## src/rtl/a429_sched_pkg.sv

```systemverilog
package a429_sched_pkg;

  typedef enum logic [1:0] {
    ACT_FIXED   = 2'b00,
    ACT_INDEXED = 2'b01,
    ACT_COND    = 2'b10,
    ACT_END     = 2'b11
  } act_e;

  typedef enum logic [2:0] {
    ST_IDLE,
    ST_FETCH,
    ST_SEND,
    ST_GAP,
    ST_DONE
  } st_e;

  // action code of pair idx inside a 64-bit descriptor
  function automatic act_e act_of(logic [63:0] d, logic [1:0] idx);
    return act_e'(d[{idx, 4'b0000} + 6'd8 +: 2]);
  endfunction

  // value byte of pair idx
  function automatic logic [7:0] val_of(logic [63:0] d, logic [1:0] idx);
    return d[{idx, 4'b0000} +: 8];
  endfunction

endpackage

```

## src/rtl/a429_byte_src.sv

```systemverilog
module a429_byte_src
  import a429_sched_pkg::*;
(
  input  logic [63:0] desc,
  input  logic [1:0]  idx,
  input  logic [7:0]  rx_data,
  input  logic        rx_new,
  output logic [7:0]  rx_addr,
  output logic        rx_rd,
  output logic [7:0]  byte_out,
  output logic        skip_hit,
  output logic        end_hit
);

  act_e       act;
  logic [7:0] val;

  always_comb begin
    act      = act_of(desc, idx);
    val      = val_of(desc, idx);
    end_hit  = (idx == 2'd0) && (act == ACT_END);
    rx_rd    = (act == ACT_INDEXED) || (act == ACT_COND);
    rx_addr  = val;
    byte_out = rx_rd ? rx_data : val;
    skip_hit = (act == ACT_COND) && !rx_new;
  end

endmodule

```

## src/rtl/a429_rep_timer.sv

```systemverilog
module a429_rep_timer #(
  parameter int REP_W = 16
) (
  input  logic             clk,
  input  logic             rst_n,
  input  logic             clear,
  input  logic             load,
  input  logic [REP_W-1:0] load_val,
  output logic             open
);

  logic [REP_W-1:0] cnt;

  always_ff @(posedge clk) begin
    if (!rst_n || clear) cnt <= '0;
    else if (load)       cnt <= load_val;
    else if (cnt != '0)  cnt <= cnt - 1'b1;
  end

  assign open = (cnt <= REP_W'(1));

  // a freshly loaded non-trivial period keeps the gate shut next cycle
  assert_timer_shut_R10: assert property (@(posedge clk) disable iff (!rst_n)
    (load && !clear && load_val > REP_W'(2)) |=> !open);

endmodule

```

## src/rtl/a429_tx_sched.sv

```systemverilog
module a429_tx_sched
  import a429_sched_pkg::*;
#(
  parameter int PTR_W = 8,
  parameter int REP_W = 16
) (
  input  logic               clk,
  input  logic               rst_n,
  input  logic               run,
  input  logic               single_pass,
  input  logic               immediate,
  input  logic [REP_W-1:0]   rep_rate,
  output logic [PTR_W+2:0]   desc_addr,
  input  logic [63:0]        desc_data,
  output logic [7:0]         rx_addr,
  input  logic [7:0]         rx_data,
  input  logic               rx_new,
  output logic               rx_clr,
  output logic               word_valid,
  output logic [31:0]        word_data,
  input  logic               word_accept
);

  localparam int DESC_AW = PTR_W + 3;
  localparam logic [PTR_W-1:0] PTR_LAST = '1;

  st_e              st, st_nx;
  logic [PTR_W-1:0] ptr;
  logic [1:0]       bi;
  logic             skip_q;
  logic [31:0]      word_q;

  logic       rx_rd, skip_hit, end_hit, rep_open;
  logic [7:0] byte_out;

  // named internal events
  logic at_boundary, stop_now, end_now, byte_step, last_byte;
  logic skip_now, send_now, word_done, advance, wrap_end, pass_end, pass_start;

  a429_byte_src u_src (
    .desc     (desc_data),
    .idx      (bi),
    .rx_data  (rx_data),
    .rx_new   (rx_new),
    .rx_addr  (rx_addr),
    .rx_rd    (rx_rd),
    .byte_out (byte_out),
    .skip_hit (skip_hit),
    .end_hit  (end_hit)
  );

  a429_rep_timer #(.REP_W(REP_W)) u_timer (
    .clk      (clk),
    .rst_n    (rst_n),
    .clear    (stop_now),
    .load     (pass_start),
    .load_val (rep_rate),
    .open     (rep_open)
  );

  always_comb begin
    at_boundary = (st == ST_FETCH) && (bi == 2'd0);
    stop_now    = !run && (at_boundary || st == ST_GAP || st == ST_DONE);
    end_now     = at_boundary && run && end_hit;
    byte_step   = (st == ST_FETCH) && !(at_boundary && (!run || end_hit));
    last_byte   = byte_step && (bi == 2'd3);
    skip_now    = last_byte && (skip_q || skip_hit);
    send_now    = last_byte && !(skip_q || skip_hit);
    word_done   = (st == ST_SEND) && word_accept;
    advance     = skip_now || word_done;
    wrap_end    = advance && (ptr == PTR_LAST);
    pass_end    = end_now || wrap_end;
    pass_start  = run && ((st == ST_IDLE) ||
                          (st == ST_GAP && (immediate || rep_open)));
  end

  always_comb begin
    st_nx = st;
    if (pass_end)             st_nx = single_pass ? ST_DONE : ST_GAP;
    else begin
      unique case (st)
        ST_IDLE:  if (run) st_nx = ST_FETCH;
        ST_FETCH: if (stop_now) st_nx = ST_IDLE;
                  else if (send_now) st_nx = ST_SEND;
        ST_SEND:  if (word_accept) st_nx = ST_FETCH;
        ST_GAP:   if (!run) st_nx = ST_IDLE;
                  else if (pass_start) st_nx = ST_FETCH;
        ST_DONE:  if (!run) st_nx = ST_IDLE;
        default:  st_nx = ST_IDLE;
      endcase
    end
  end

  always_ff @(posedge clk) begin
    if (!rst_n) begin
      st     <= ST_IDLE;
      ptr    <= '0;
      bi     <= 2'd0;
      skip_q <= 1'b0;
      word_q <= '0;
    end else begin
      st <= st_nx;
      if (stop_now || pass_end) ptr <= '0;
      else if (advance)         ptr <= ptr + 1'b1;
      if (byte_step) begin
        bi                     <= bi + 1'b1;
        skip_q                 <= (bi == 2'd3) ? 1'b0 : (skip_q | skip_hit);
        word_q[{bi, 3'b000} +: 8] <= byte_out;
      end
    end
  end

  assign desc_addr  = {ptr, 3'b000};
  assign rx_clr     = byte_step && rx_rd;
  assign word_valid = (st == ST_SEND);
  assign word_data  = word_q;

  // an offered word is held unchanged until taken
  assert_hold_stable_R8: assert property (@(posedge clk) disable iff (!rst_n)
    (word_valid && !word_accept) |=> (word_valid && $stable(word_data)));

  // no receive read while a word is in flight
  assert_no_fetch_in_flight_R8: assert property (@(posedge clk) disable iff (!rst_n)
    word_valid |-> !rx_clr);

  // every accept moves to the following descriptor
  assert_ptr_step_R8: assert property (@(posedge clk) disable iff (!rst_n)
    (word_valid && word_accept) |=> (desc_addr == $past(desc_addr) + DESC_AW'(8)));

  // every pass begins at descriptor 0 with nothing offered
  assert_pass_from_zero_R10: assert property (@(posedge clk) disable iff (!rst_n)
    pass_start |=> (desc_addr == '0 && !word_valid));

  // a dropped word is never offered
  assert_skip_not_sent_R5: assert property (@(posedge clk) disable iff (!rst_n)
    skip_now |=> !word_valid);

  // after a single pass nothing is offered
  assert_single_quiet_R12: assert property (@(posedge clk) disable iff (!rst_n)
    (pass_end && single_pass) |=> !word_valid);

endmodule

```

## config.mk

```make
export PLATFORM = sky130hd
export DESIGN_NAME = a429_tx_sched
export DESIGN_NICKNAME = d
export VERILOG_FILES = /design/src/rtl/a429_sched_pkg.sv /design/src/rtl/a429_byte_src.sv /design/src/rtl/a429_rep_timer.sv /design/src/rtl/a429_tx_sched.sv
export SDC_FILE = /design/constraint.sdc
export NUM_CORES = 1
export LEC_CHECK = 0
export BUFFER_PORTS_ARGS = -buffer_cell sky130_fd_sc_hd__buf_2
export CAP_MARGIN = 40
export CORE_MARGIN = 3
export CORE_UTILIZATION = 40
export DETAILED_ROUTE_END_ITERATION = 8
export PLACE_DENSITY = 0.71
export REMOVE_ABC_BUFFERS = 1
export SLEW_MARGIN = 20
export SYNTH_ARGS = -nofsm -noshare
export SYNTH_HDL_FRONTEND = slang
export SYNTH_SLANG_ARGS = --single-unit
```

## constraint.sdc

```tcl
create_clock -name clk -period 3.81 [get_ports clk]
set_clock_uncertainty 0.2 [all_clocks]
set_input_delay 1.143 -clock clk [delete_from_list [all_inputs] [get_ports clk]]
set_output_delay 1.143 -clock clk [all_outputs]
set_load 0.03 [all_outputs]
```

## Word level (Yosys, flattened, before mapping)

Index checks and enable logic that the tools add are counted.

- Add/subtract/negate cells: 5
- Magnitude comparators: 1
- Equal/unequal tests: 14
- Shift-type cells: 4
- Mux-type cells: 15
- Bitwise operators: 2
- Reduce and logical (&&, ||, !) cells: 38

Operator list:

| cell | count |
|---|---|
| $shiftx 64x7->2 | 1 |
| $shiftx 64x7->8 | 1 |
| $bwmux 32 | 1 |
| $mux 16 | 2 |
| $shift 8x7->32 const A | 1 |
| $shiftx 8x7->32 | 1 |
| $mux 3 | 9 |
| $le 16x1->1 const B | 1 |
| $logic_and 1x1->1 | 16 |
| $reduce_bool 16->1 | 1 |
| $sub 16x1->16 const B | 1 |
| $pmux 3 s5 | 1 |
| $logic_or 1x1->1 | 11 |
| $add 8x1->8 const B | 1 |
| $eq 8x8->1 const B | 1 |
| $mux 8 | 1 |
| $ne 4x4->1 const B | 2 |
| $neg 5->7 | 1 |
| $add 6x4->6 const B | 1 |
| $eq 2x2->1 const B | 3 |
| $eq 3x2->1 const B | 2 |
| $ne 3x3->1 const B | 2 |
| $logic_not 1->1 | 5 |
| $reduce_and 5->1 | 1 |
| 12 further kinds | 12 |

- Register bits: 62
- Bits of input ports: 95
- Output and inout bits: 53
- Word-level logic and storage cells: 85

## Logic depth before layout (Yosys ltp)

Gate-level depths: netlist of the first run.

- Word-level depth: 15
- Gate-level depth with buffers: 10

## Modules after synthesis

From an unflattened synthesis of the first run, not the netlist that was laid out.

- Cell total of the unflattened synthesis: 417
- Area, all modules: 3712.3 µm²

Modules (own cells, without submodules):

| module | instances | cells an instance | area an instance (µm²) | seq. area each (µm²) |
|---|---|---|---|---|
| a429_tx_sched | 1 | 255 | 2258.4 | 920.9 |
| a429_rep_timer | 1 | 107 | 935.9 | 320.3 |
| a429_byte_src | 1 | 55 | 518.0 | 0.0 |

## Worst setup path after synthesis of the first run

Ideal clock, no wire load.

- Path type: in2out
- From: input desc_data[56]
- To: output rx_clr
- Arrival: 2.948 ns
- Required time: 2.467 ns
- Setup slack: -0.481 ns
- Stages: 6
- Buffers on the path: 1
- Cells stage by stage: mux4_2 > ha_1 > nor2b_1 > o21a_1 > clkbuf_1 > nor2b_1

- Longest elaborated chain between the ends: 8
- Elaborated cells between the ends (all ways): 11

Ends and longest elaborated chain:

| what | line | text |
|---|---|---|
| start: declaration | a429_tx_sched.sv:14 | `input logic [63:0] desc_data,` |
| $shiftx 64x7->2 * | a429_sched_pkg.sv:20 | `return act_e'(d[{idx, 4'b0000} + 6'd8 +: 2]);` |
| $eq 2x2->1 | a429_byte_src.sv:21 | `end_hit = (idx == 2'd0) && (act == ACT_END);` |
| $logic_and 1x1->1 | a429_byte_src.sv:21 |  |
| $logic_or 1x1->1 | a429_tx_sched.sv:65 | `byte_step = (st == ST_FETCH) && !(at_boundary && (!run \|\| end_hit));` |
| $logic_and 1x1->1 | a429_tx_sched.sv:65 |  |
| $logic_not 1->1 | a429_tx_sched.sv:65 |  |
| $logic_and 1x1->1 | a429_tx_sched.sv:65 |  |
| $logic_and 1x1->1 * | a429_tx_sched.sv:114 | `assign rx_clr = byte_step && rx_rd;` |
| end: declaration | a429_tx_sched.sv:18 | `output logic rx_clr,` |

Every way passes the cells marked *; elsewhere a longest branch is shown, timed or not.

## Worst setup path after layout of the first run

Same ends and word-level chain as after synthesis.

==> results of run 1 <==
[cell families (layout without fill, tap and decap cells)]
| logic type | Yosys count | count (layout) | synth area share (%) |
|---|---|---|---|
| xor+xnor | 20 | 20 | 4.95 |
| buf+inv | 28 | 171 | 4.21 |
| mux | 22 | 22 | 10.0 |
| compound gates | 75 | 75 | 18.2 |
| other cells | 1 | 3 | 0.106 |
| simple gates | 122 | 122 | 24.2 |
| flops | 62 | 62 | 35.1 |
| fa+ha+maj | 9 | 9 | 3.18 |
[cells in the final DEF (no fill, tap or decap), types with 3 or more instances in the layout]
cell,Yosys,routed
sky130_fd_sc_hd__nor3b_1,3,3
sky130_fd_sc_hd__nand3b_1,4,4
sky130_fd_sc_hd__and3_1,3,3
sky130_fd_sc_hd__mux2_2,8,8
sky130_fd_sc_hd__nor4_4,4,4
sky130_fd_sc_hd__xor2_1,7,7
sky130_fd_sc_hd__nand3_1,13,13
sky130_fd_sc_hd__dfxtp_1,62,62
sky130_fd_sc_hd__a21oi_2,7,7
sky130_fd_sc_hd__buf_4,6,22
sky130_fd_sc_hd__clkbuf_8,1,9
sky130_fd_sc_hd__buf_6,1,9
sky130_fd_sc_hd__ha_1,9,7
sky130_fd_sc_hd__a22o_1,8,8
sky130_fd_sc_hd__a22oi_1,24,24
sky130_fd_sc_hd__inv_1,9,9
sky130_fd_sc_hd__a21oi_1,6,6
sky130_fd_sc_hd__nor4_1,3,3
sky130_fd_sc_hd__xnor2_1,13,13
sky130_fd_sc_hd__mux2i_1,4,4
sky130_fd_sc_hd__o2bb2ai_2,6,6
sky130_fd_sc_hd__nor2b_1,29,27
sky130_fd_sc_hd__o21ai_0,4,4
sky130_fd_sc_hd__and2_1,3,3
sky130_fd_sc_hd__buf_2,3,112
sky130_fd_sc_hd__mux4_2,10,10
sky130_fd_sc_hd__conb_1,1,3
sky130_fd_sc_hd__nand2_1,11,11
sky130_fd_sc_hd__inv_6,0,3
sky130_fd_sc_hd__nand4_1,3,3
sky130_fd_sc_hd__nor2_1,18,18
sky130_fd_sc_hd__nor3_1,5,5
sky130_fd_sc_hd__nand2b_4,7,7
[worst max-delay path: stages]
cell and delay (ns):
sky130_fd_sc_hd__buf_6 0.09, sky130_fd_sc_hd__mux4_2 0.50, sky130_fd_sc_hd__ha_4 0.20, sky130_fd_sc_hd__nor2b_4 0.10, sky130_fd_sc_hd__o21a_1 0.14, sky130_fd_sc_hd__nor2b_4 0.15
sky130_fd_sc_hd__buf_6 0.13
[state kept, by name, indices dropped and copies added (netlist names)]
name and cells:
bi 2, word_data 32, u_timer.cnt 16, st 3
skip_q 1, ptr 8
[metal layers]
layer	wire length (um)	GRT usage [%]	up-vias	part of all wire (%)
met5	0	0	-	0
met4	95	4.56	0	1.0
met3	472	4.10	9	5.1
met2	4480	28.6	86	49
met1	4180	25.1	1468	45
li1	-	-	1539	-
[worst min path at each step]
stage | to | cells after the start
2_1_floorplan | skip_q | 2
3_3_place_gp | word_data[30] | 1
3_5_place_dp | word_data[30] | 1
4_1_cts | word_data[30] | 1
5_1_grt | word_data[28] | 1
6_report | word_data[24] | 1
[power by group through the flow]
stage          Clock (uW)  Combinational (uW)  Sequential [uW]
2_1_floorplan           0                 413              769
3_3_place_gp            0                 564              762
3_5_place_dp            0                 582              764
4_1_cts               682                 605              750
5_1_grt               715                 683              758
6_report              670                 625              751
[through the flow]
step                worst slack, ns  instance area, um2
CTS                         -0.0517                4600
detailed placement           -0.113                4270
global placement             -0.107                4260
finish                       0.0212                4720
floorplan                    -0.372                3440
global route                -0.0209                4720
[timing repair]
item                       4_1_cts  5_1_grt
setup endpoints to repair        1       25
hold buffers                     0        0
buffers inserted                 9        4
pin swaps                        2        4
gates resized for setup          7       13
[layout make-up]
| cell class | instances | area, um2 | area share [%] |
|---|---|---|---|
| clock buffer | 9 | 124 | 2.63 |
| clock inverter | 7 | 104 | 2.20 |
| inverter | 10 | 37.5 | 0.796 |
| multi-input combinational | 251 | 2220 | 47.0 |
| sequential | 62 | 1240 | 26.3 |
| tap | 105 | 131 | 2.79 |
| timing repair buffer | 145 | 862 | 18.3 |
==> summary by stage, run 1 <==
Synth
The mean instance size in the synthesized netlist is 10.4 um2. After synthesis, the cell types taking the most area are sky130_fd_sc_hd__dfxtp_1 35%, sky130_fd_sc_hd__mux4_2 6.4%, sky130_fd_sc_hd__nor2b_1 5.1%. The dominant cell by count in the synthesized netlist is sky130_fd_sc_hd__dfxtp_1. The number of different library cells used by synthesis comes to 64. The count of flip-flops with a built-in enable after synthesis is 0. The commonest cells after synthesis are 62 x sky130_fd_sc_hd__dfxtp_1, 29 x sky130_fd_sc_hd__nor2b_1, 24 x sky130_fd_sc_hd__a22oi_1, 18 x sky130_fd_sc_hd__nor2_1. The Yosys step of the flow raised 0 warnings.

The largest area contributor in the netlist is sky130_fd_sc_hd__dfxtp_1. Counting every instance in the synthesized netlist gives 339. The flip-flop cell with the highest count after synthesis is sky130_fd_sc_hd__dfxtp_1. The synthesized area is 3540 um2. The post-synthesis async set-or-reset flop share is 0%. The sequential area share after synthesis is 35.1%. The area fraction of the dominant cell type after synthesis is 35.1%. The register bit total from synthesis is 62.

Die
For this configuration, the core starts out at a cell density of 42.0%. The top-level port count is 148. The standard cell core area is 8420 um2. The floorplan die area is 10000 um2. The floorplan has 33 rows. In this run the vertical extent of the chip is 100 um. The die is 100 um wide.

Cells and area
The fill cell instance count of the final layout is 781. The fraction of layout cells with a size suffix above 1 is 46.5%. The layout-stage area growth over the synthesis result is 33.3%. In the final design database the tool counted 583 nets.

The non-filler instance count after layout is 589. The final cell utilization of the core is 56.0%. The antenna diode instance count is 0.

Power
Combinational logic is responsible for 30.6% of the overall power. The leakage power figure is 0.00203 uW. The net switching share of the total power is 33.6%.

Sequential cells burn 36.7% of the power. The overall power consumption is 2050 uW. The internal portion of the total power is 1360 uW. The clock share of power is 32.7%. The maximum ir drop on the vdd rail is 160 uV. Dividing total power by cell area gives a power density of 434 nW/um2. In this run the power spent charging and discharging nets is 687 uW.

Placement
In this run, placement finished with an instance count of 561. At the end of routability-driven placement, the weighted congestion stood at 0.790. The number of I/O port buffers is 120. Detailed placement finished with a half-perimeter wire length of 6810 um.

Worst setup path
For the worst flop-to-flop path, the logic depth is 17. The kind of start point of the critical path is a primary input. The worst setup path endpoint is rx_clr. The critical path in this run is classified as primary input to output pin.

The worst setup path is captured at an output pin. The critical path starts at desc_data[56]. The worst register-to-register path has a setup slack of 0.54 ns. In this run the worst path has a maximum fanout of 2.

The endpoint of the most critical register-to-register path is ptr[2]. The critical path data arrival time is 2.45 ns. The required time of the worst setup path is 2.47 ns. In this run the critical register-to-register path is launched from bi[0].

Global route
Across every metal layer, demand over resource in global routing totals 18.1%. The number of global-route vias before repair is 2949. Global routing finished with a remaining overflow of 0.

The global-route wire length before repair is 14500 um. The number of antenna violations at the first check in global routing is 0. The maximum number of pins on one net before global-route repair is 19.

Detailed routing
The total DRC errors in the routed layout is 0. The wire length per cell is 15.7 um. The routed via count divided by cell count is 5.27. The overall routed net length is 9230 um. The antenna violation net count after detailed routing is 0.

The initial DRC count is 125. The overall via count from detail_route is 3102. The first detailed-routing pass took 4 iterations.

CTS
TritonCTS built the clock tree. Clock-pin slew was measured on the worst setup and hold paths at 0.08 ns. The root buffer cell chosen for the clock tree is sky130_fd_sc_hd__clkbuf_8.

In this run the number of H-tree levels came out at 3. The insertion delay to the later sink of the worst-skew pair is 0.34 ns. The clock passes through at most 2 buffers.

The number of clock buffers inserted by TritonCTS is 9. The clock sink count is 62.

Run
The max-capacitance violation count is 0.

STA
For the pin with the worst max-slew slack, the measured transition is 0.502 ns. The worst hold slack is 0.279 ns. Setup violations remaining at the end of the flow were counted as 0. Setup repair after global routing could not meet its margin everywhere.

The worst path needs 3.79 ns of the cycle, external delays included. The final critical path takes up 99.4% of the cycle. The final number of max-transition violations is 0. In the final timing run, aggregate negative setup slack is 0 ns. The max-slew headroom at the worst pin is 66.3%. The final number of hold-violating endpoints is 0. The maximum frequency from static timing analysis is 264 MHz.

Min path
The startpoint of the worst hold path is word_data[24]. The tightest min-delay check is of the register to register type.

Run status
The run finished with clean final reports.
No activity file was read; power rests on OpenSTA's default activity.
==> run 2: changes to the inputs <==
ABC_AREA = 1   (was default)
PLACE_DENSITY = 0.7   (was 0.71)
==> run 2 against run 1 <==
Against the previous run:
- die area increased by 5.9%
- total power increased by 74%
- final area decreased by 0.90%
- global-route usage up 1.8 points
- sequential power rose by 18%
- critical path depth up 3
- critical endpoint unchanged
- core utilization decreased by 3.7 points
- clock power fell by 24%
- clock-buffer cell count grew 3
- combinational power increased to 3.5 times the previous value
- worst setup slack improved by 0.054 ns
- non-clock buffer count shrank 6
- highest routed layer unchanged
==> summary by stage, run 2 <==
Run status
Result of the run: finished clean (unchanged).

CTS
The clock sink count is 62 (unchanged). The insertion delay to the later sink of the worst-skew pair is 0.34 ns (about the same). The root buffer cell is sky130_fd_sc_hd__clkbuf_8 (unchanged). The CTS clock-pin slew for the worst setup and hold paths is 0.06 ns (was 0.08 ns).

The TritonCTS clock tree is built (unchanged). The CTS H-tree depth is 3 (unchanged). The worst-case clock buffer depth is 2 (unchanged). The number of clock buffers inserted by TritonCTS is 9 (unchanged).

Min path
The startpoint of the worst hold path is skip_q (was word_data[24]). The path class of the lowest-slack min-delay path is register to register (unchanged).

Worst setup path
The largest driver fanout on the critical path was 2 (unchanged). The launching point of the worst reg2reg path is bi[0] (unchanged). The count of buffer and inverter cells on the critical path is 3 (was 2). Counting stages on the worst path, the most repeated cell is sky130_fd_sc_hd__nor2_4.

The critical path data arrival time is 2.39 ns (was 2.45 ns). The type of the worst setup path was primary input to output pin (unchanged). The source of the critical timing path is desc_data[25] (was desc_data[56]).

The biggest cell delay along the critical path is 0.26 ns (was 0.50 ns). The master of the slowest instance on the critical path is sky130_fd_sc_hd__ha_1 (was sky130_fd_sc_hd__mux4_2). The required time of the worst setup path is 2.47 ns (about the same). The family with the most delay on the worst path is simple AND/OR/NAND/NOR gates (was multiplexers).

The kind of start point of the critical path is a primary input (unchanged). The kind of capture point of the worst setup path is an output pin (unchanged). Cell-by-cell trace of the critical path: buf_2, o21ai_0, o22ai_1, ha_1, nor2_4, nor2_4, nor2_8, inv_2, nor2_1, clkbuf_4 (was buf_6, mux4_2, ha_4, nor2b_4, o21a_1, nor2b_4, buf_6).

STA
The maximum frequency from static timing analysis is 268 MHz (was 264 MHz). The worst setup slack after layout came to 0.0755 ns (was 0.0212 ns). The minimum clock period after layout is 3.73 ns (was 3.79 ns). The final number of hold-violating endpoints is 0 (unchanged). The final critical-path share of the clock period was 98.0% (was 99.4%). The final number of max-transition violations is 0 (unchanged). The transition time at the pin with the least slew margin was 0.644 ns (was 0.502 ns).

The max-slew headroom at the worst pin is 57.0% (was 66.3%). Setup repair after global routing missed its margin: no (was yes). The total of endpoints with negative setup slack in the final report is 0 (unchanged).

Die
The height of the chip was 103 um (was 100 um). The floorplan die area is 10600 um2 (was 10000 um2). The standard cell core area came to 8930 um2 (was 8420 um2). The width of the die came to 103 um (was 100 um). The top-level port count was 148 (unchanged).

The number of standard-cell rows in the floorplan is 34 (was 33). The initial core utilization is 42.1% (was 42.0%).

Synth
The count of flip-flops with a built-in enable after synthesis came to 0 (unchanged). The sequential area share after synthesis is 33.0% (was 35.1%). The mean instance size in the synthesized netlist is 6.99 um2 (was 10.4 um2). The count of distinct cell types in the synthesized netlist was 42 (was 64). The register bit total from synthesis is 62 (unchanged).

Top post-synthesis cells by area: sky130_fd_sc_hd__dfxtp_1 33%, sky130_fd_sc_hd__nand2_1 13%, sky130_fd_sc_hd__nand3_1 8.3% (was sky130_fd_sc_hd__dfxtp_1 35%, sky130_fd_sc_hd__mux4_2 6.4%, sky130_fd_sc_hd__nor2b_1 5.1%). The flip-flop cell with the highest count after synthesis was sky130_fd_sc_hd__dfxtp_1 (unchanged). The post-synthesis async set-or-reset flop share was 0% (unchanged). The dominant cell by count in the synthesized netlist is sky130_fd_sc_hd__nand2_1 (was sky130_fd_sc_hd__dfxtp_1). The number of instances in the synthesized netlist was 538 (was 339). Leading cell types by count after synthesis: 133 x sky130_fd_sc_hd__nand2_1, 62 x sky130_fd_sc_hd__dfxtp_1, 62 x sky130_fd_sc_hd__nand3_1, 47 x sky130_fd_sc_hd__nor2_1, 42 x sky130_fd_sc_hd__a21oi_1 (was 62 x sky130_fd_sc_hd__dfxtp_1, 29 x sky130_fd_sc_hd__nor2b_1, 24 x sky130_fd_sc_hd__a22oi_1, 18 x sky130_fd_sc_hd__nor2_1). The area fraction of the dominant cell type after synthesis is 33.0% (was 35.1%). The largest area contributor in the netlist is sky130_fd_sc_hd__dfxtp_1 (unchanged). The count of yosys warnings during synthesis is 0 (unchanged). The synthesized area is 3760 um2 (was 3540 um2).

Cells and area
The antenna diode instance count came to 0 (unchanged). The fraction of layout cells with a size suffix above 1 is 31.0% (was 46.5%). The final design instance area without fill is 4670 um2 (was 4720 um2). Most used cells in the layout excluding fill and tap cells: 133 x sky130_fd_sc_hd__nand2_1, 119 x sky130_fd_sc_hd__buf_2, 62 x sky130_fd_sc_hd__nand3_1, 62 x sky130_fd_sc_hd__dfxtp_1, 47 x sky130_fd_sc_hd__nor2_1 (was 112 x sky130_fd_sc_hd__buf_2, 62 x sky130_fd_sc_hd__dfxtp_1, 27 x sky130_fd_sc_hd__nor2b_1). The fill cell instance count of the final layout is 914 (was 781).

The layout-stage area growth over the synthesis result is 24.3% (was 33.3%). The most common cell after layout, fill and taps aside is sky130_fd_sc_hd__nand2_1 (was sky130_fd_sc_hd__buf_2). The net count of the finished layout is 771 (was 583).

The flip-flop count of the largest register after layout is 32 (unchanged).

Placement
The pre-CTS worst setup slack is 0.0596 ns (was -0.113 ns). The placer's final routability congestion estimate is 0.868 (was 0.790). The post-DP HPWL is 7740 um (was 6810 um). The placed instance area was 4490 um2 (was 4270 um2).

The number of I/O port buffers is 120 (unchanged).

Detailed routing
The routed via count divided by cell count is 4.95 (was 5.27). The detailed-routing iteration count for the pre-antenna-repair pass came to 4 (unchanged). The total DRC errors in the routed layout is 0 (unchanged).

The overall routed net length is 10100 um (was 9230 um). The antenna violation net count after detailed routing is 0 (unchanged). The wire length per cell was 13.0 um (was 15.7 um). The initial DRC count is 124 (was 125). The overall via count from detail_route is 3862 (was 3102).

Global route
The number of antenna violations at the first check in global routing is 0 (unchanged). The number of global-route vias before repair is 3711 (was 2949). The global-route wire length before repair is 16700 um (was 14500 um).

The maximum number of pins on one net before global-route repair is 28 (was 19). The global-route usage over all layers is 19.9% (was 18.1%). The residual overflow from global routing is 0 (unchanged).

Power
The maximum ir drop on the vdd rail is 502 uV (was 160 uV). The leakage power figure was 0.00230 uW (was 0.00203 uW). The power density normalized to cell area came to 763 nW/um2 (was 434 nW/um2).

Run
The max-capacitance violation count was 0 (unchanged).
==> run 2: worst paths after layout <==
kind / to / slack [ns] / depth (start not counted)
hold / removal: skip_q / 0.26 / 2
setup reg to reg: ptr[4] / 0.84 / 14
setup / recovery: rx_clr / 0.08 / 10
hold reg to reg: skip_q / 0.26 / 2
==> run 2: layout make-up <==
cell class,count,area (um2),area share [%]
tap,108,135,2.89
sequential,62,1240,26.6
inverter,46,181,3.88
clock inverter,4,22.5,0.482
clock buffer,12,145,3.10
multi-input combinational,409,2200,47.1
timing repair buffer,139,746,16.0
==> run 2: layer usage <==
layer	vias to the layer above	global-route usage, %	wire, um
met5	-	0	0
met4	0	4.88	87
met3	9	7.58	768
met2	115	33.4	4860
met1	1723	24.0	4420
li1	2015	-	-
==> run 2: cell families (layout without fill, tap and decap cells) <==
family	after synthesis	count (layout)	synth area share (%)
buffers and inverters	69	201	8.62
and+or+nand+nor	295	295	38.6
adders and majority gates	9	9	2.99
AOI/OAI and AO/OA	89	89	13.6
other	1	3	0.0997
DFF	62	62	33.0
xor gates and xnor gates	13	13	3.03
==> run 2: stage by stage <==
stage | setup TNS (ns) | hold slack [ns] | std cells | utilization [%] | power, uW
6_report | 0 | 0.259 | 780 | 52.3 | 3570
5_1_grt | 0 | 0.289 | 780 | 52.3 | 3870
4_1_cts | 0 | 0.265 | 778 | 52.1 | 3570
3_5_place_dp | 0 | 0.254 | 762 | 50.2 | 3040
3_3_place_gp | 0 | 0.240 | 762 | 50.2 | 3010
2_1_floorplan | -0.409 | 0.231 | 517 | - | 2400
==> run 2: what timing repair did <==
| action | CTS | global route |
|---|---|---|
| endpoints found under the setup margin | 0 | 1 |
| buffers inserted | 0 | 2 |
| endpoints found under the hold margin | 0 | 0 |
| gates resized for setup | 0 | 2 |
| hold buffers | 0 | 0 |
==> run 2: report_power, final <==
group	total [uW]	internal (uW)	switching, uW
Combinational	2170	761	1410
Sequential	886	778	108
Clock	508	251	257
==> run 2: worst min-delay path: cells and delay by family, from the launching register on <==
kind                   cells  cell delay (ns)
DFF                        1             0.30
buffers and inverters      1             0.06
AOI/OAI and AO/OA          1             0.06
==> run 3: changes to the inputs <==
CORE_UTILIZATION = 45   (was 40)
PLACE_DENSITY = 0.78   (was 0.7)
RECOVER_POWER = 50   (was default)
==> run 3 against run 2 <==
Against the previous run:
- non-clock buffer count is 4 lower
- sequential cell count stayed put
- combinational power is 6% lower
- via count is 2.4% higher
- critical path depth stayed put
- die area is 10% lower
- maximum frequency is 0.85% higher
- clock-buffer cell count is 1 lower
- sequential share of layout area is 0.44 points higher
- total power is 1.5% higher
==> summary by stage, run 3 (synthesis gave the netlist of run 2 again) <==
Run status
Result of the run: finished clean (unchanged).

Detailed routing
The wire length per cell is 13.4 um (was 13.0 um). The overall routed net length is 10300 um (was 10100 um). The antenna violation net count after detailed routing was 0 (unchanged). The routed via count divided by cell count is 5.14 (was 4.95). The total DRC errors in the routed layout is 0 (unchanged).

The detailed-routing iteration count for the pre-antenna-repair pass is 4 (unchanged). The initial DRC count is 114 (was 124). The overall via count from detail_route was 3953 (was 3862).

Die
The height of the chip came to 97.4 um (was 103 um). The width of the die was 97.4 um (was 103 um). The top-level port count is 148 (unchanged). The floorplan die area is 9490 um2 (was 10600 um2). The initial core utilization came to 47.4% (was 42.1%). The number of standard-cell rows in the floorplan is 32 (was 34). The standard cell core area was 7930 um2 (was 8930 um2).

Min path
The startpoint of the worst hold path is skip_q (unchanged). The count of cells along the worst hold path is 2 (unchanged). The path class of the lowest-slack min-delay path is register to register (unchanged). The worst hold endpoint is skip_q (unchanged).

Worst setup path
The path depth of the worst reg2reg path is 13 (was 14). The endpoint of the most critical register-to-register path is ptr[4] (unchanged). The minimum setup slack among reg-to-reg paths was 0.52 ns (was 0.84 ns). The largest driver fanout on the critical path is 2 (unchanged). The critical path data arrival time came to 2.36 ns (was 2.39 ns). The type of the worst setup path is primary input to output pin (unchanged). The kind of capture point of the worst setup path is an output pin (unchanged). The kind of start point of the critical path is a primary input (unchanged). The required time of the worst setup path is 2.47 ns (about the same). The launching point of the worst reg2reg path was bi[1] (was bi[0]).

Cells and area
The flip-flop count of the largest register after layout is 32 (unchanged). The net count of the finished layout is 767 (was 771). The final cell utilization of the core is 58.0% (was 52.3%).

The fraction of layout cells with a size suffix above 1 was 23.4% (was 31.0%). The total area of multi-input combinational cells was 2190 um2 (was 2200 um2). The layout-stage area growth over the synthesis result came to 22.3% (was 24.3%).

The fill cell instance count of the final layout was 769 (was 914). The final design instance area without fill is 4600 um2 (was 4670 um2). The antenna diode instance count is 0 (unchanged).

The combined flip-flop and latch cell area came to 1240 um2 (unchanged). The most common cell after layout, fill and taps aside is sky130_fd_sc_hd__nand2_1 (unchanged). Most used cells in the layout excluding fill and tap cells: 135 x sky130_fd_sc_hd__nand2_1, 79 x sky130_fd_sc_hd__buf_2, 62 x sky130_fd_sc_hd__nand3_1, 62 x sky130_fd_sc_hd__dfxtp_1 (was 133 x sky130_fd_sc_hd__nand2_1, 119 x sky130_fd_sc_hd__buf_2, 62 x sky130_fd_sc_hd__nand3_1, 62 x sky130_fd_sc_hd__dfxtp_1, 47 x sky130_fd_sc_hd__nor2_1).

STA
The max-slew headroom at the worst pin is 55.4% (was 57.0%). The worst setup slack after layout is 0.107 ns (was 0.0755 ns). The final critical-path share of the clock period came to 97.2% (was 98.0%). The maximum frequency from static timing analysis is 270 MHz (was 268 MHz). The final number of hold-violating endpoints was 0 (unchanged). The minimum clock period after layout is 3.70 ns (was 3.73 ns). Setup repair after global routing missed its margin: no (unchanged).

The transition time at the pin with the least slew margin is 0.662 ns (was 0.644 ns). The final number of max-transition violations came to 0 (unchanged). The total of endpoints with negative setup slack in the final report was 0 (unchanged).

Global route
The residual overflow from global routing is 0 (unchanged). The number of antenna violations at the first check in global routing was 0 (unchanged). The number of global-route vias before repair is 3802 (was 3711). The maximum number of pins on one net before global-route repair is 28 (unchanged). The global-route wire length before repair is 17100 um (was 16700 um). The global-route usage over all layers is 21.7% (was 19.9%).

CTS
The CTS H-tree depth came to 3 (unchanged). The clock sink count is 62 (unchanged). The TritonCTS clock tree is built (unchanged). The number of clock buffers inserted by TritonCTS is 9 (unchanged). The post-CTS setup-driven buffer insertion count came to 0 (unchanged).

The root buffer cell is sky130_fd_sc_hd__clkbuf_8 (unchanged). The CTS clock-pin slew for the worst setup and hold paths came to 0.06 ns (about the same). The insertion delay to the later sink of the worst-skew pair is 0.35 ns (was 0.34 ns). The worst-case clock buffer depth came to 2 (unchanged).

Power
The leakage power figure came to 0.00209 uW (was 0.00230 uW). The overall power consumption is 3620 uW (was 3570 uW). The power density normalized to cell area was 787 nW/um2 (was 763 nW/um2). The maximum ir drop on the vdd rail is 662 uV (was 502 uV).

Placement
The number of I/O port buffers is 120 (unchanged). The placer's final routability congestion estimate is 0.895 (was 0.868). The placed instance area came to 4460 um2 (was 4490 um2). The post-DP HPWL is 7780 um (was 7740 um).

The pre-CTS worst setup slack is 0.0983 ns (was 0.0596 ns).

Run
The max-capacitance violation count came to 0 (unchanged).
-- run 3: changes by cell type in the layout (fill, tap and decap cells not counted) --
cell	before	now
sky130_fd_sc_hd__ha_1	9	8
sky130_fd_sc_hd__ha_2	0	1
sky130_fd_sc_hd__nand2_1	133	135
sky130_fd_sc_hd__clkbuf_8	10	11
sky130_fd_sc_hd__clkinvlp_4	2	0
sky130_fd_sc_hd__clkbuf_1	2	47
sky130_fd_sc_hd__buf_2	119	79
sky130_fd_sc_hd__inv_1	37	38
sky130_fd_sc_hd__clkbuf_4	1	0
sky130_fd_sc_hd__nand2_4	10	8
sky130_fd_sc_hd__clkinv_2	3	2
sky130_fd_sc_hd__buf_4	19	9
sky130_fd_sc_hd__bufinv_16	0	2
-- run 3: cell type report --
class                           instances  area share [%]
Clock buffer                           11            3.29
Inverter                               46            3.86
Timing Repair Buffer                  135            13.9
Sequential cell                        62            27.0
Clock inverter                          4            1.52
Multi-Input combinational cell        409            47.6
Tap cell                              102            2.78
-- run 3: critical path: stages --
cell and delay (ns):
sky130_fd_sc_hd__buf_2 0.08, sky130_fd_sc_hd__nand2_1 0.05, sky130_fd_sc_hd__a32oi_1 0.32, sky130_fd_sc_hd__ha_2 0.29
sky130_fd_sc_hd__nor2_4 0.05, sky130_fd_sc_hd__nor2_4 0.14, sky130_fd_sc_hd__nor2_8 0.04, sky130_fd_sc_hd__inv_2 0.05
sky130_fd_sc_hd__nor2_1 0.03, sky130_fd_sc_hd__buf_2 0.17
-- run 3: power breakdown --
part / switching [uW] / leakage [uW] / total, uW / internal (uW)
logic: 1390 / 0.00148 / 2050 / 665
registers: 122 / 0.000504 / 899 / 778
clock network: 266 / 0.000115 / 665 / 398
total: 1780 / 0.00209 / 3620 / 1840
-- run 3: per-stage QoR --
step                      TNS (ns)  hold slack (ns)  std cells
after CTS                        0            0.262        769
after detailed placement         0            0.251        754
after global placement           0            0.240        754
final                            0            0.259        769
after global routing             0            0.289        769
after floorplan             -0.409            0.231        517
-- run 3: routing by layer --
metal / share of wire (%) / global-route usage (%) / wire, um / up-vias
met4: 2.0 / 6.82 / 206 / 0
met5: 0 / 0 / 0 / -
met1: 42 / 25.1 / 4310 / 1783
met2: 48 / 37.2 / 4950 / 136
li1: - / - / - / 2011
met3: 7.9 / 7.97 / 813 / 23
-- run 3: repair_timing --
item | 4_1_cts | 5_1_grt
resized for setup | 0 | 1
hold buffers | 0 | 0
setup endpoints to repair | 0 | 1
-- run 3: worst max path at each step --
stage                  startpoint  endpoint  slack, ns  cells after the start
finish               desc_data[8]    rx_clr       0.11                     10
global route        desc_data[24]    rx_clr       0.02                     10
CTS                 desc_data[56]    rx_clr       0.09                     10
detailed placement  desc_data[56]    rx_clr        0.1                     10
global placement    desc_data[25]    rx_clr       0.12                     10
floorplan                   bi[0]    rx_clr      -0.41                      9
